===== src/rtl/spi_slv_pkg.sv =====
package spi_slv_pkg;

  typedef enum logic [1:0] {
    OP_NONE = 2'b00,
    OP_SEND = 2'b01,
    OP_RECV = 2'b10,
    OP_XFER = 2'b11
  } op_e;

  localparam int SYNC_STAGES = 2;

  function automatic logic op_sends(op_e o);
    return (o == OP_SEND) || (o == OP_XFER);
  endfunction

  function automatic logic op_recvs(op_e o);
    return (o == OP_RECV) || (o == OP_XFER);
  endfunction

endpackage


===== src/rtl/spi_slv_sync.sv =====
module spi_slv_sync #(
  parameter int          W       = 3,
  parameter int          STAGES  = 2,
  parameter logic [W-1:0] RST_VAL = '0
) (
  input  logic         clk,
  input  logic         rst_n,
  input  logic [W-1:0] d,
  output logic [W-1:0] q
);

  logic [STAGES-1:0][W-1:0] stg_q, stg_n;

  always_comb begin
    stg_n[0] = d;
    for (int i = 1; i < STAGES; i++) stg_n[i] = stg_q[i-1];
  end

  always_ff @(posedge clk or negedge rst_n) begin
    if (!rst_n) stg_q <= {STAGES{RST_VAL}};
    else        stg_q <= stg_n;
  end

  assign q = stg_q[STAGES-1];

endmodule


===== src/rtl/spi_slv_front.sv =====
module spi_slv_front import spi_slv_pkg::*; (
  input  logic clk,
  input  logic rst_n,
  input  logic sclk,
  input  logic mosi,
  input  logic ss_n,
  input  logic cpol,
  input  logic cpha,
  input  logic ss_soft,
  input  logic soft_sel,
  output logic sel,
  output logic sel_rise,
  output logic samp_ev,
  output logic shift_ev,
  output logic mosi_s
);

  logic ss_s, sclk_s;
  logic sclk_q, sel_q;
  logic rise, fall, lead, trail;

  spi_slv_sync #(.W(3), .STAGES(SYNC_STAGES), .RST_VAL(3'b100)) u_sync (
    .clk   (clk),
    .rst_n (rst_n),
    .d     ({ss_n, mosi, sclk}),
    .q     ({ss_s, mosi_s, sclk_s})
  );

  // selection policy: pin or local enable
  assign sel      = ss_soft ? soft_sel : ~ss_s;
  assign sel_rise = sel & ~sel_q;

  assign rise  = sclk_s & ~sclk_q;
  assign fall  = ~sclk_s & sclk_q;
  assign lead  = cpol ? fall : rise;
  assign trail = cpol ? rise : fall;

  assign samp_ev  = sel & (cpha ? trail : lead);
  assign shift_ev = sel & (cpha ? lead : trail);

  always_ff @(posedge clk or negedge rst_n) begin
    if (!rst_n) begin
      sclk_q <= 1'b0;
      sel_q  <= 1'b0;
    end else begin
      sclk_q <= sclk_s;
      sel_q  <= sel;
    end
  end

  a_r9_edge_excl: assert property (@(posedge clk) disable iff (!rst_n)
    !(samp_ev && shift_ev));

endmodule


===== src/rtl/spi_slv_shift.sv =====
module spi_slv_shift #(
  parameter int DW = 32,
  localparam int LW = $clog2(DW)
) (
  input  logic          clk,
  input  logic          rst_n,
  input  logic          sel,
  input  logic          sel_rise,
  input  logic          samp_ev,
  input  logic          shift_ev,
  input  logic          mosi_s,
  input  logic          cpha,
  input  logic          lsb_first,
  input  logic [LW-1:0] len_m1,
  input  logic [DW-1:0] tx_word,
  output logic          frame_done,
  output logic [DW-1:0] rx_word,
  output logic          miso_bit
);

  logic [LW-1:0] bit_cnt_q, bit_cnt_n;
  logic [LW-1:0] tx_idx_q, tx_idx_n;
  logic [DW-1:0] txw_q, txw_n;
  logic [DW-1:0] rx_sh_q, rx_sh_n;
  logic [LW-1:0] rx_pos, tx_pos;
  logic          load;

  assign rx_pos     = lsb_first ? bit_cnt_q : (len_m1 - bit_cnt_q);
  assign tx_pos     = lsb_first ? tx_idx_q  : (len_m1 - tx_idx_q);
  assign frame_done = samp_ev && (bit_cnt_q == len_m1);
  assign rx_word    = ((bit_cnt_q == '0) ? '0 : rx_sh_q)
                    | ({{(DW-1){1'b0}}, mosi_s} << rx_pos);
  // word load at frame start: on select (phase 0) or on first shift edge
  assign load       = (sel_rise & ~cpha) | (shift_ev & (bit_cnt_q == '0));
  assign miso_bit   = txw_q[tx_pos];

  always_comb begin
    bit_cnt_n = bit_cnt_q;
    tx_idx_n  = tx_idx_q;
    txw_n     = txw_q;
    rx_sh_n   = rx_sh_q;
    if (!sel) begin
      bit_cnt_n = '0;
      tx_idx_n  = '0;
    end else begin
      if (samp_ev) begin
        rx_sh_n   = rx_word;
        bit_cnt_n = frame_done ? '0 : bit_cnt_q + 1'b1;
      end
      if (load) begin
        txw_n    = tx_word;
        tx_idx_n = '0;
      end else if (shift_ev) begin
        tx_idx_n = tx_idx_q + 1'b1;
      end
    end
  end

  always_ff @(posedge clk or negedge rst_n) begin
    if (!rst_n) begin
      bit_cnt_q <= '0;
      tx_idx_q  <= '0;
      txw_q     <= '0;
      rx_sh_q   <= '0;
    end else begin
      bit_cnt_q <= bit_cnt_n;
      tx_idx_q  <= tx_idx_n;
      txw_q     <= txw_n;
      rx_sh_q   <= rx_sh_n;
    end
  end

  a_r12_partial_dropped: assert property (@(posedge clk) disable iff (!rst_n)
    !sel |=> (bit_cnt_q == '0));

  a_r10_count_in_frame: assert property (@(posedge clk) disable iff (!rst_n)
    sel |-> (bit_cnt_q <= len_m1));

endmodule


===== src/rtl/spi_slv_opctl.sv =====
module spi_slv_opctl import spi_slv_pkg::*; #(
  parameter int DW = 32,
  parameter int CW = 16
) (
  input  logic          clk,
  input  logic          rst_n,
  input  logic          arm,
  input  logic [1:0]    arm_op,
  input  logic [CW-1:0] arm_count,
  input  logic          frame_done,
  input  logic [DW-1:0] rx_word,
  input  logic [DW-1:0] tx_data,
  input  logic [DW-1:0] dflt_tx,
  output logic [DW-1:0] tx_word,
  output logic          tx_pop,
  output logic          busy,
  output logic [CW-1:0] item_count,
  output logic          rx_valid,
  output logic [DW-1:0] rx_data,
  output logic [1:0]    evt
);

  logic          busy_q, busy_n;
  op_e           op_q, op_n;
  logic [CW-1:0] tgt_q, tgt_n;
  logic [CW-1:0] cnt_q, cnt_n, cnt_inc;
  logic          rxv_q, rxv_n;
  logic [DW-1:0] rxd_q, rxd_n;
  logic [1:0]    evt_q, evt_n;
  logic          arm_ok;

  assign arm_ok  = arm & ~busy_q & (arm_op != 2'b00) & (arm_count != '0);
  assign cnt_inc = cnt_q + 1'b1;
  assign tx_word = (busy_q && op_sends(op_q)) ? tx_data : dflt_tx;
  assign tx_pop  = frame_done & busy_q & op_sends(op_q);

  always_comb begin
    busy_n = busy_q;
    op_n   = op_q;
    tgt_n  = tgt_q;
    cnt_n  = cnt_q;
    rxd_n  = rxd_q;
    rxv_n  = 1'b0;
    evt_n  = 2'b00;
    if (frame_done) begin
      if (busy_q) begin
        cnt_n = cnt_inc;
        if (op_recvs(op_q)) begin
          rxv_n = 1'b1;
          rxd_n = rx_word;
        end
        if (cnt_inc == tgt_q) begin
          busy_n   = 1'b0;
          evt_n[0] = 1'b1;
        end
      end else begin
        evt_n[1] = 1'b1;
      end
    end
    if (arm_ok) begin
      busy_n = 1'b1;
      op_n   = op_e'(arm_op);
      tgt_n  = arm_count;
      cnt_n  = '0;
    end
  end

  always_ff @(posedge clk or negedge rst_n) begin
    if (!rst_n) begin
      busy_q <= 1'b0;
      op_q   <= OP_NONE;
      tgt_q  <= '0;
      cnt_q  <= '0;
      rxv_q  <= 1'b0;
      rxd_q  <= '0;
      evt_q  <= 2'b00;
    end else begin
      busy_q <= busy_n;
      op_q   <= op_n;
      tgt_q  <= tgt_n;
      cnt_q  <= cnt_n;
      rxv_q  <= rxv_n;
      rxd_q  <= rxd_n;
      evt_q  <= evt_n;
    end
  end

  assign busy       = busy_q;
  assign item_count = cnt_q;
  assign rx_valid   = rxv_q;
  assign rx_data    = rxd_q;
  assign evt        = evt_q;

  a_r6_done_leaves_idle: assert property (@(posedge clk) disable iff (!rst_n)
    evt_q[0] |-> !busy_q);

  a_r6_count_below_target: assert property (@(posedge clk) disable iff (!rst_n)
    busy_q |-> (cnt_q < tgt_q));

  a_r14_arm_clears_count: assert property (@(posedge clk) disable iff (!rst_n)
    $rose(busy_q) |-> (cnt_q == '0));

  a_r7_valid_needs_recv: assert property (@(posedge clk) disable iff (!rst_n)
    rxv_q |-> op_recvs(op_q));

endmodule


===== src/rtl/spi_armed_slave.sv =====
module spi_armed_slave #(
  parameter int DW = 32,
  parameter int CW = 16,
  localparam int LW = $clog2(DW)
) (
  input  logic          clk,
  input  logic          rst_n,
  input  logic          sclk,
  input  logic          mosi,
  input  logic          ss_n,
  output logic          miso,
  output logic          miso_oe,
  input  logic          cfg_cpol,
  input  logic          cfg_cpha,
  input  logic          cfg_lsb_first,
  input  logic [LW-1:0] cfg_len_m1,
  input  logic          cfg_ss_soft,
  input  logic          soft_sel,
  input  logic [DW-1:0] dflt_tx,
  input  logic          arm,
  input  logic [1:0]    arm_op,
  input  logic [CW-1:0] arm_count,
  input  logic [DW-1:0] tx_data,
  output logic          tx_pop,
  output logic [DW-1:0] rx_data,
  output logic          rx_valid,
  output logic          busy,
  output logic [CW-1:0] item_count,
  output logic [1:0]    evt
);

  logic          sel, sel_rise, samp_ev, shift_ev, mosi_s;
  logic          frame_done, miso_bit;
  logic [DW-1:0] rx_word, tx_word;

  spi_slv_front u_front (
    .clk      (clk),
    .rst_n    (rst_n),
    .sclk     (sclk),
    .mosi     (mosi),
    .ss_n     (ss_n),
    .cpol     (cfg_cpol),
    .cpha     (cfg_cpha),
    .ss_soft  (cfg_ss_soft),
    .soft_sel (soft_sel),
    .sel      (sel),
    .sel_rise (sel_rise),
    .samp_ev  (samp_ev),
    .shift_ev (shift_ev),
    .mosi_s   (mosi_s)
  );

  spi_slv_shift #(.DW(DW)) u_shift (
    .clk        (clk),
    .rst_n      (rst_n),
    .sel        (sel),
    .sel_rise   (sel_rise),
    .samp_ev    (samp_ev),
    .shift_ev   (shift_ev),
    .mosi_s     (mosi_s),
    .cpha       (cfg_cpha),
    .lsb_first  (cfg_lsb_first),
    .len_m1     (cfg_len_m1),
    .tx_word    (tx_word),
    .frame_done (frame_done),
    .rx_word    (rx_word),
    .miso_bit   (miso_bit)
  );

  spi_slv_opctl #(.DW(DW), .CW(CW)) u_opctl (
    .clk        (clk),
    .rst_n      (rst_n),
    .arm        (arm),
    .arm_op     (arm_op),
    .arm_count  (arm_count),
    .frame_done (frame_done),
    .rx_word    (rx_word),
    .tx_data    (tx_data),
    .dflt_tx    (dflt_tx),
    .tx_word    (tx_word),
    .tx_pop     (tx_pop),
    .busy       (busy),
    .item_count (item_count),
    .rx_valid   (rx_valid),
    .rx_data    (rx_data),
    .evt        (evt)
  );

  // pad released whenever not selected
  assign miso_oe = sel;
  assign miso    = sel & miso_bit;

endmodule


===== config.mk =====
export PLATFORM = sky130hd
export DESIGN_NAME = spi_armed_slave
export DESIGN_NICKNAME = d
export VERILOG_FILES = /design/src/rtl/spi_slv_pkg.sv /design/src/rtl/spi_slv_sync.sv /design/src/rtl/spi_slv_front.sv /design/src/rtl/spi_slv_shift.sv /design/src/rtl/spi_slv_opctl.sv /design/src/rtl/spi_armed_slave.sv
export SDC_FILE = /design/constraint.sdc
export NUM_CORES = 1
export LEC_CHECK = 0
export BUFFER_PORTS_ARGS = -buffer_cell sky130_fd_sc_hd__buf_4
export CORE_UTILIZATION = 50
export DETAILED_ROUTE_END_ITERATION = 16
export PLACE_DENSITY_LB_ADDON = 0.25
export SLEW_MARGIN = 15
export SYNTH_ARGS = -nofsm -noshare
export SYNTH_HDL_FRONTEND = slang
export SYNTH_HIERARCHICAL = 1
export SYNTH_SLANG_ARGS = --single-unit

===== constraint.sdc =====
create_clock -name clk -period 2.5 [get_ports clk]
set_clock_uncertainty 0.05 [all_clocks]
set_input_delay 0.25 -clock clk [delete_from_list [all_inputs] [get_ports clk]]
set_output_delay 0.25 -clock clk [all_outputs]
set_load 0.01 [all_outputs]

# [Word-level counts from Yosys, hierarchy flattened]
# Index checks and enable logic that the tools add are counted.
[word_totals] regBits=152 in_bits=98 output_inout_bits=55
[op_classes] add_sub_neg=5 n_lt_le_gt_ge=1 n_eq_ne=7 shifts=1 muxes=31 n_bitwise=21 reduce_logical=13
[op_table] operator="$mux 32" count=2
[op_table] operator="$mux 16" count=3
[op_table] operator="$mux 5" count=8
[op_table] operator="$or 32x32->32" count=1
[op_table] operator="$shl 1x5->32" count=1
[op_table] operator="$add 16x1->16 const B" count=1
[op_table] operator="$eq 16x16->1" count=1
[op_table] operator="$mux 1" count=16
[op_table] operator="$reduce_bool 16->1" count=1
[op_table] operator="$and 1x1->1" count=13
[op_table] operator="$add 5x1->5 const B" count=2
[op_table] operator="$sub 5x5->5" count=2
[op_table] operator="$lt 5x6->1 const B" count=1
[op_table] operator="$not 1->1" count=6
[op_table] operator="$reduce_and 2->1" count=3
[op_table] operator="$reduce_bool 2->1" count=3
[op_table] operator="$bmux 1 s5" count=1
[op_table] operator="$eq 5x5->1" count=1
[op_table] operator="$logic_not 5->1" count=1
[op_table] operator="$eq 2x2->1 const B" count=2
[op_table] operator="$ne 3x1->1 const B" count=1
[op_table] operator="$reduce_and 3->1" count=1
[op_table] operator="$eq 2x1->1 const B" count=1
[op_table] operator="$logic_and 1x1->1" count=2
[op_table] operator="other kinds (4)" count=5

# [Longest topological paths before layout]
# Gate-level depths: netlist (run 1).
[logic_depth] ltp_word=9 ltp_mapped=12

# [By module]
# Netlist (run 1), hierarchy kept.
[modules_own_cells] module="spi_slv_shift" instances=1 cells_per_inst=407 area_per_inst_um2=4315.4 seq_area_each_um2=1851.8
[modules_own_cells] module="spi_slv_opctl" instances=1 cells_per_inst=358 area_per_inst_um2=3758.6 seq_area_each_um2=1751.7
[modules_own_cells] module="spi_slv_sync" instances=1 cells_per_inst=6 area_per_inst_um2=152.6 seq_area_each_um2=152.6
[modules_own_cells] module="spi_slv_front" instances=1 cells_per_inst=14 area_per_inst_um2=136.4 seq_area_each_um2=50.0
[modules_own_cells] module="spi_armed_slave" instances=1 cells_per_inst=1 area_per_inst_um2=6.3 seq_area_each_um2=0.0

# [Worst setup path after synthesis (run 1)]
# Ideal clock, no wire load.
[synth_path] kind="register -> register" start="register u_shift.bit_cnt_q[3]" end="register u_opctl.rxd_q[0] (netlist: u_opctl/rx_data[0])" t_arrival_ns=2.547 required_time_ns=2.325 path_slack_ns=-0.222 path_stages_with_launch=13 synth_period_minus_slack_ns=2.722 path_cell_list="dfrtp_1 > clkbuf_1 > inv_1 > ha_1 > clkbuf_8 > nand4_1 > a21oi_1 > and2_1 > and2_1 > clkbuf_1 > nand2_1 > buf_1 > mux2_2"
[synth_between] word_cells_on_any_way=9
[synth_rtl] element="start: declaration" line_no="spi_slv_shift.sv:21" text="logic [LW-1:0] bit_cnt_q, bit_cnt_n;"
[synth_rtl] element="start signal: assignment" line_no="spi_slv_shift.sv:66" text="bit_cnt_q <= bit_cnt_n;"
[synth_rtl] element="$eq 5x5->1" line_no="spi_slv_shift.sv:30" text="assign frame_done = samp_ev && (bit_cnt_q == len_m1);"
[synth_rtl] element="$logic_and 1x1->1" line_no="spi_slv_shift.sv:30"
[synth_rtl] element="net frame_done" line_no="spi_armed_slave.sv:33" text="logic frame_done, miso_bit;"
[synth_rtl] element="$reduce_and 3->1 (no line)"
[synth_rtl] element="end signal: assignment" line_no="spi_slv_opctl.sv:83" text="rxd_q <= rxd_n;"
[synth_rtl] element="end: declaration" line_no="spi_slv_opctl.sv:28" text="logic [DW-1:0] rxd_q, rxd_n;"
# The timed path passes the listed nets, and every way through them passes these cells.
# A chain may end at the register's enable or synchronous reset.

# [Worst setup path in the final report (run 1)]
[layout_path] start="register u_shift.tx_idx_q[0]" end="output port miso"
[layout_between] elab_chain_cells=5
[layout_rtl] element="start: declaration" line_no="spi_slv_shift.sv:22" text="logic [LW-1:0] tx_idx_q, tx_idx_n;"
[layout_rtl] element="start signal: assignment" line_no="spi_slv_shift.sv:67" text="tx_idx_q <= tx_idx_n;"
[layout_rtl] element="$sub 5x5->5" line_no="spi_slv_shift.sv:29" text="assign tx_pos = lsb_first ? tx_idx_q : (len_m1 - tx_idx_q);"
[layout_rtl] element="$mux 5 *" line_no="spi_slv_shift.sv:29"
[layout_rtl] element="$bmux 1 s5 *" line_no="spi_slv_shift.sv:35" text="assign miso_bit = txw_q[tx_pos];"
[layout_rtl] element="$mux 1 (not written as such) *" line_no="spi_slv_shift.sv:35"
[layout_rtl] element="net miso_bit" line_no="spi_armed_slave.sv:33"
[layout_rtl] element="$and 1x1->1 *" line_no="spi_armed_slave.sv:91" text="assign miso = sel & miso_bit;"
[layout_rtl] element="end: declaration" line_no="spi_armed_slave.sv:11" text="output logic miso,"
# Mark *: on every way through the listed nets, which the timed path passes. The rest lies on a longest branch. The select of a mux whose other input is x is not followed.

==> flow_summary_export.csv, run 1 <==
group,metric,value,unit
clocking,cts_max_path_buffers,2,
floorplanning,die_w,131,um
sta,relSlewSlack,52.2,%
outcome,status,"finished, violations left",
clocking,clkLatencyLatePin,0.43,ns
final_layout,area_growth,33.0,%
yosys,synth_top_area_share,44.8,%
floorplanning,io_pins,153,
pwr,power_density,662,nW/um2
route,drtIter0Drc,406,
floorplanning,initial_utilization,51.9,%
pwr,irDropWorstVdd,0.000539,V
placed_design,dp_hpwl,14200,um
sta,slew_viol_final,0,
global_route,antenna_found_initial,0,
clocking,numCtsBuffers,17,
global_route,grt_util_all_layers,23.9,%
pwr,p_total,0.00737,W
global_route,grt_pass1_wl,33000,um
final_layout,fin_cells,1234,
critical_path,cp.depth,10,
pwr,p_int,0.00539,W
outcome,violations,"negative setup slack",
critical_path,required,2.20,ns
critical_path,critPathCaptureType,"output port",
yosys,synth.area.top_cells,"dfrtp_1 (45%), mux2_2 (13%), nand2_1 (4.8%)",
yosys,synth_edf_count,0,
clocking,cts.sinks,152,
clocking,cts_tree,"yes",
global_route,grt_overflow,0,
critical_path,critPathTopFamily,"adder cells",
global_route,grt_start_max_net_pins,55,
yosys,yosys-top-cells-count,"dfrtp_1 (150), nand2_1 (108), mux2_2 (96)",
job,drv_cap,0,
critical_path,cpPeakStageDelay,0.58,ns
placed_design,numPortBuffers,152,
placed_design,pre_cts_slack,-0.348,ns
sta,worst_slack,-0.787,ns
clocking,cts_htree_levels,4,
pwr,share_comb_of_total_power,20.9,%
critical_path,critPathSlowestCell,"fa_2",
sta,setup_viol,10,
critical_path,critical_path.startpoint_type,"flip-flop",
yosys,synthCells,786,
sta,fin_crit_sh,131,%
floorplanning,die_h,131,um
yosys,netlist_area,8370,um2
final_layout,final_nets,1117,
critical_path,reg2reg_depth,9,
critical_path,cp.arrival,2.99,ns
yosys,avgSynthCellArea,10.6,um2
final_layout,fin_util,69.1,%
route,drc,0,
sta,fmax,304,MHz
global_route,grt_pass1_vias,6726,
route,vias,6805,
placed_design,gp_congestion,0.881,
pwr,leakagePower,5.30,nW
route,routed_wl,20000,um
placed_design,dpl-instance-area,10100,um2
critical_path,endpoint,"miso",
yosys,yosysMostFrequentCell,"dfrtp_1",
yosys,ys_types,73,
critical_path,critPathKind,"reg -> out",
critical_path,worstPathCellList,"ha_4, fa_2, inv_2, o32a_1, a211oi_2, nor4_2, mux2i_1, mux2i_1, and2_4, buf_6",
yosys,yosys_warnings,6,
floorplanning,num_rows,46,
pwr,seqPwrFrac,42.2,%
critical_path,critPathMaxFanout,4,
route,vias_per_cell,5.51,
floorplanning,fp.dieArea,17300,um2
final_layout,drive_above_1_share,39.7,%
critical_path,rr_startpoint,"u_shift/bit_cnt_q[0]",
yosys,syn_nets,898,
final_layout,diodes,0,
critical_path,reg2reg_setup_slack,-0.05,ns
yosys,ys.flop_type,"dfrtp_1",
yosys,ys_async_sr_fraction,100,%
yosys,synth-seq-area-share,45.5,%
clocking,cts_root_buf,"clkbuf_16",
final_layout,final_area,11100,um2
critical_path,startpoint,"u_shift/tx_idx_q[0]",
route,antenna_left,0,
placed_design,dp_cells,1177,
critical_path,r2r-end,"u_opctl/rx_data[19]",
floorplanning,core,16100,um2
clocking,path_clk_slew,0.06,ns
sta,rsz0062_at_grt,"true",
pwr,p_switching,0.00198,W
critical_path,cp_common_cell,"mux2i_1",
sta,worst_pin_slew,0.717,ns
route,detailedRoute.firstPassIterationCount,7,
route,wire_per_inst,16.2,um
yosys,synth_seq_cells,152,
pwr,pwr-share-clk,36.8,%
worst_hold_path,hp-class,"in -> reg",
yosys,yosys.area.top_type,"dfrtp_1",
sta,period_minus_slack,3.29,ns
sta,finalHoldViolations,0,
pwr,netSwitchingFraction,26.9,%
critical_path,critPathBufInv,2,
==> worst reg2reg max path: cells and delay by family, from the launching register on <==
family | cells | cell delay [ns]
AOI/OAI and AO/OA | 2 | 0.40
adders and majority gates | 2 | 0.57
DFF | 1 | 0.40
muxes | 1 | 0.26
and+or+nand+nor | 4 | 0.75
==> metrics by stage <==
stage               hold WS, ns  TNS [ns]
floorplan               -0.0956         0
CTS                     0.00504    -0.782
global placement          0.179     -2.94
detailed placement        0.177     -5.13
finish                   0.0129    -0.975
global route             0.0212     -1.53
==> layout make-up <==
type / instances / area [um2]
timing repair buffer: 244 / 1940
clock buffer: 23 / 498
clock inverter: 9 / 136
inverter: 17 / 63.8
multi-input combinational: 573 / 4410
tap: 216 / 270
fill: 1233 / 4980
sequential: 152 / 3810
==> sequential cells by signal, indices dropped and copies added (netlist names), 2 cells and up <==
register	cells
u_opctl/rx_data	32
u_shift/rx_sh_q	32
u_shift/txw_q	32
u_opctl/item_count	16
u_opctl/tgt_q	16
u_shift/bit_cnt_q	5
u_shift/tx_idx_q	5
u_front/u_sync/q	3
u_front/u_sync/stg_n	3
u_opctl/evt	2
u_opctl/op_q	2
==> worst min-delay path by stage <==
stage	startpoint	end	slack [ns]	depth (start not counted)
after floorplan	rst_n	u_front/sclk_q	-0.1	0
after global placement	rst_n	u_opctl/rx_data[18]	0.18	1
after detailed placement	rst_n	u_opctl/rx_data[18]	0.18	1
after CTS	arm_count[2]	u_opctl/tgt_q[2]	0.005	2
after global routing	arm_count[2]	u_opctl/tgt_q[2]	0.02	2
final	arm_count[2]	u_opctl/tgt_q[2]	0.01	2
==> layout by cell type, fill, tap and decap left out, types with 3 or more instances in the layout <==
master,count
buf_4,217
dfrtp_1,150
nand2_1,105
mux2_2,91
nor2_1,42
o21ai_0,27
a22o_1,25
a32o_1,24
dlygate4sd3_1,21
and3_1,21
xnor2_1,21
xor2_1,18
clkbuf_16,17
inv_1,15
a21oi_1,14
nand4_1,13
a211oi_1,13
nor2b_1,12
nand3_1,10
nor4_1,9
ha_1,9
mux2i_1,6
nor3_1,6
clkbuf_8,5
and4_1,5
mux2_4,5
nand2b_1,5
buf_12,4
nor3b_1,4
or3_1,4
o21a_1,4
o21ai_1,4
nor2_8,4
nor2_2,4
bufinv_16,3
nand2_2,3
a211oi_2,3
==> power by group through the flow <==
stage                     clock (W)  combinational, W  sequential, W
final                       0.00272           0.00154        0.00311
after global routing        0.00287           0.00169        0.00315
after CTS                   0.00275           0.00153        0.00310
after detailed placement          0           0.00146        0.00314
after global placement            0           0.00143        0.00314
after floorplan                   0           0.00103        0.00304
==> per-layer routing <==
| metal | global-route usage (%) | wire (um) | vias to the layer above |
|---|---|---|---|
| met5 | 0 | 0 | - |
| met4 | 8.72 | 337 | 0 |
| met3 | 4.21 | 890 | 28 |
| met2 | 39.8 | 9900 | 225 |
| met1 | 31.2 | 8900 | 3272 |
| li1 | - | - | 3280 |
==> what timing repair did <==
| item | in CTS | in global routing |
|---|---|---|
| buffers inserted | 2 | 3 |
| endpoints found under the setup margin | 31 | 49 |
| resized for setup | 16 | 27 |
| endpoints found under the hold margin | 71 | 0 |
| hold buffers | 21 | 0 |
| pin swaps | 8 | 18 |
==> cell families (layout without fill, tap and decap cells) <==
logic type | after synthesis | in the layout | share of synthesized area [%]
buffers and inverters | 61 | 293 | 3.95
XOR/XNOR | 43 | 43 | 4.68
AND/OR/NAND/NOR | 273 | 273 | 17.2
flip-flops | 152 | 152 | 45.5
multiplexers | 102 | 102 | 13.6
AO/OA/AOI/OAI | 141 | 141 | 12.8
adder cells (fa/ha/maj) | 14 | 14 | 2.27
No activity file was read; power rests on OpenSTA's default activity.
==> inputs of run 2 (changes only) <==
--- a/constraint.sdc
+++ b/constraint.sdc
@@ -3,3 +3,3 @@
 set_input_delay 0.25 -clock clk [delete_from_list [all_inputs] [get_ports clk]]
 set_output_delay 0.25 -clock clk [all_outputs]
-set_load 0.01 [all_outputs]
+set_load 0.1 [all_outputs]
==> run 2 against run 1 <==
  * Worst setup slack worse by 0.0097 ns
  * Combinational power increased by 8%
  * The run still ends with negative setup slack left
  * Via count increased by 2.0%
  * Critical path depth unchanged
  * Sequential power barely moved
  * Critical path type unchanged
  * Power increased by 2.8%
  * Clock power is 3% higher
  * Worst hold slack improved by 0.13 ns
  * Register-to-register slack worse by 0.06 ns
==> flow_summary_export.csv, run 2 (same netlist as run 1, synthesis figures left out) <==
group,metric,value,unit
route,drtIter0Drc,628,
critical_path,critPathBufInv,2,
final_layout,diodes,0,
sta,worst_slack,-0.796,ns
sta,fin_crit_sh,132,%
final_layout,layout_common_cells,"buf_4 (208), dfrtp_1 (145), nand2_1 (105)",
global_route,grt_util_all_layers,24.1,%
final_layout,fin_util,70.1,%
placed_design,gp_congestion,0.866,
placed_design,dpl-instance-area,10100,um2
clocking,cts_tree,"yes",
clocking,cts_max_path_buffers,2,
floorplanning,core,16100,um2
route,vias_per_cell,5.61,
route,detailedRoute.firstPassIterationCount,6,
floorplanning,fp.dieArea,17300,um2
critical_path,critPathKind,"reg -> out",
final_layout,regArea,3810,um2
clocking,clkLatencyLatePin,0.42,ns
clocking,cts.sinks,152,
worst_hold_path,hp-class,"in -> reg",
clocking,cts_root_buf,"clkbuf_16",
critical_path,critPathCaptureType,"output port",
pwr,irDropWorstVdd,0.000530,V
job,drv_cap,0,
global_route,grt_overflow,0,
final_layout,layout_commonest_cell,"buf_4",
pwr,p_total,0.00758,W
critical_path,cp.arrival,3.00,ns
clocking,path_clk_slew,0.06,ns
critical_path,critical_path.startpoint_type,"flip-flop",
floorplanning,io_pins,153,
pwr,leakagePower,5.35,nW
pwr,power_density,670,nW/um2
floorplanning,die_w,131,um
critical_path,worstPathCellList,"ha_2, fa_2, inv_1, o32a_1, a211oi_1, nor4_1, mux2i_1, mux2i_1, and2_4, buf_12",
sta,finalSetupTns,-2.10,ns
clocking,numCtsBuffers,17,
outcome,status,"finished, violations left",
route,wire_per_inst,16.6,um
global_route,grt_pass1_vias,6703,
sta,finalHoldViolations,0,
placed_design,dp_hpwl,14100,um
critical_path,cpPeakStageDelay,0.58,ns
global_route,grt_pass1_wl,33400,um
final_layout,final_area,11300,um2
sta,worst_pin_slew,0.643,ns
critical_path,required,2.20,ns
critical_path,critPathMaxFanout,4,
route,routed_wl,20500,um
global_route,antenna_found_initial,0,
floorplanning,num_rows,46,
final_layout,final_nets,1119,
sta,relSlewSlack,57.1,%
route,vias,6940,
critical_path,critPathTopFamily,"adder cells",
outcome,violations,"negative setup slack",
final_layout,area_growth,35.1,%
final_layout,multi_input_area,4470,um2
final_layout,n_fill_cell,1200,
critical_path,cp_common_cell,"mux2i_1",
global_route,grt_start_max_net_pins,70,
floorplanning,initial_utilization,51.9,%
placed_design,numPortBuffers,152,
route,antenna_left,0,
route,drc,0,
sta,slew_viol_final,0,
sta,period_minus_slack,3.30,ns
sta,fmax,303,MHz
sta,holdWs,0.142,ns
floorplanning,die_h,131,um
clocking,cts_htree_levels,4,
final_layout,drive_above_1_share,40.7,%
critical_path,critPathSlowestCell,"fa_2",
sta,setup_viol,21,
sta,rsz0062_at_grt,"true",
-- run 2: cell types whose count changed in the layout (fill, tap and decap cells not counted), sizes merged --
cell	before	now
bufinv	3	5
dlygate4sd3	21	22
clkbuf	23	20
inv	19	18
buf	223	224
clkinv	2	4
-- run 2: worst min-delay path, delay by kind of cell --
| family | cells | cell delay, ns |
|---|---|---|
| buf+inv | 1 | 0.07 |
| mux | 2 | 0.26 |
-- run 2: metal layers --
| metal | vias up | routed length, um | GRT usage, % |
|---|---|---|---|
| met3 | 36 | 946 | 4.09 |
| met2 | 230 | 10100 | 40.0 |
| li1 | 3280 | - | - |
| met4 | 0 | 336 | 8.20 |
| met5 | - | 0 | 0 |
| met1 | 3394 | 9120 | 32.0 |
-- run 2: worst paths after layout --
path / from / end / slack [ns] / depth (start not counted)
max: u_shift/tx_idx_q[0] / miso / -0.80 / 10
min: dflt_tx[29] / u_shift/txw_q[29] / 0.14 / 3
max reg2reg: u_shift/bit_cnt_q[0] / u_opctl/rx_data[30] / -0.11 / 9
min reg2reg: u_front/u_sync/stg_n[3] / u_front/u_sync/q[0] / 0.31 / 0
max in group asynchronous: rst_n / u_opctl/item_count[4] / 1.35 / 3
min in group asynchronous: rst_n / u_shift/rx_sh_q[2] / 0.37 / 2
-- run 2: what timing repair did --
item / 4_1_cts / 5_1_grt
pin swaps: 6 / 33
endpoints found under the setup margin: 21 / 48
hold endpoints to repair: 86 / 0
buffers inserted: 3 / 9
gates resized for setup: 19 / 53
hold buffers: 22 / 0
-- run 2: layout make-up --
class | count | share of cell area, %
Tap cell | 216 | 2.39
Inverter | 17 | 0.564
Timing Repair Buffer | 246 | 18.1
Clock buffer | 20 | 3.95
Clock inverter | 12 | 1.75
Multi-Input combinational cell | 573 | 39.6
Sequential cell | 152 | 33.7
-- run 2: stage by stage --
| stage | worst slack (ns) | std cells |
|---|---|---|
| floorplan | -0.139 | 786 |
| global placement | -0.458 | 1174 |
| detailed placement | -0.479 | 1174 |
| CTS | -0.767 | 1231 |
| global route | -0.884 | 1236 |
| finish | -0.796 | 1236 |
-- run 2: where the power goes --
part | leakage, nW | total [W] | switching (W) | internal [W]
registers | 1.99 | 0.00312 | 0.000274 | 0.00284
clock network | 0.310 | 0.00280 | 0.00100 | 0.00180
logic | 3.05 | 0.00166 | 0.000801 | 0.000863
total | 5.35 | 0.00758 | 0.00207 | 0.00550
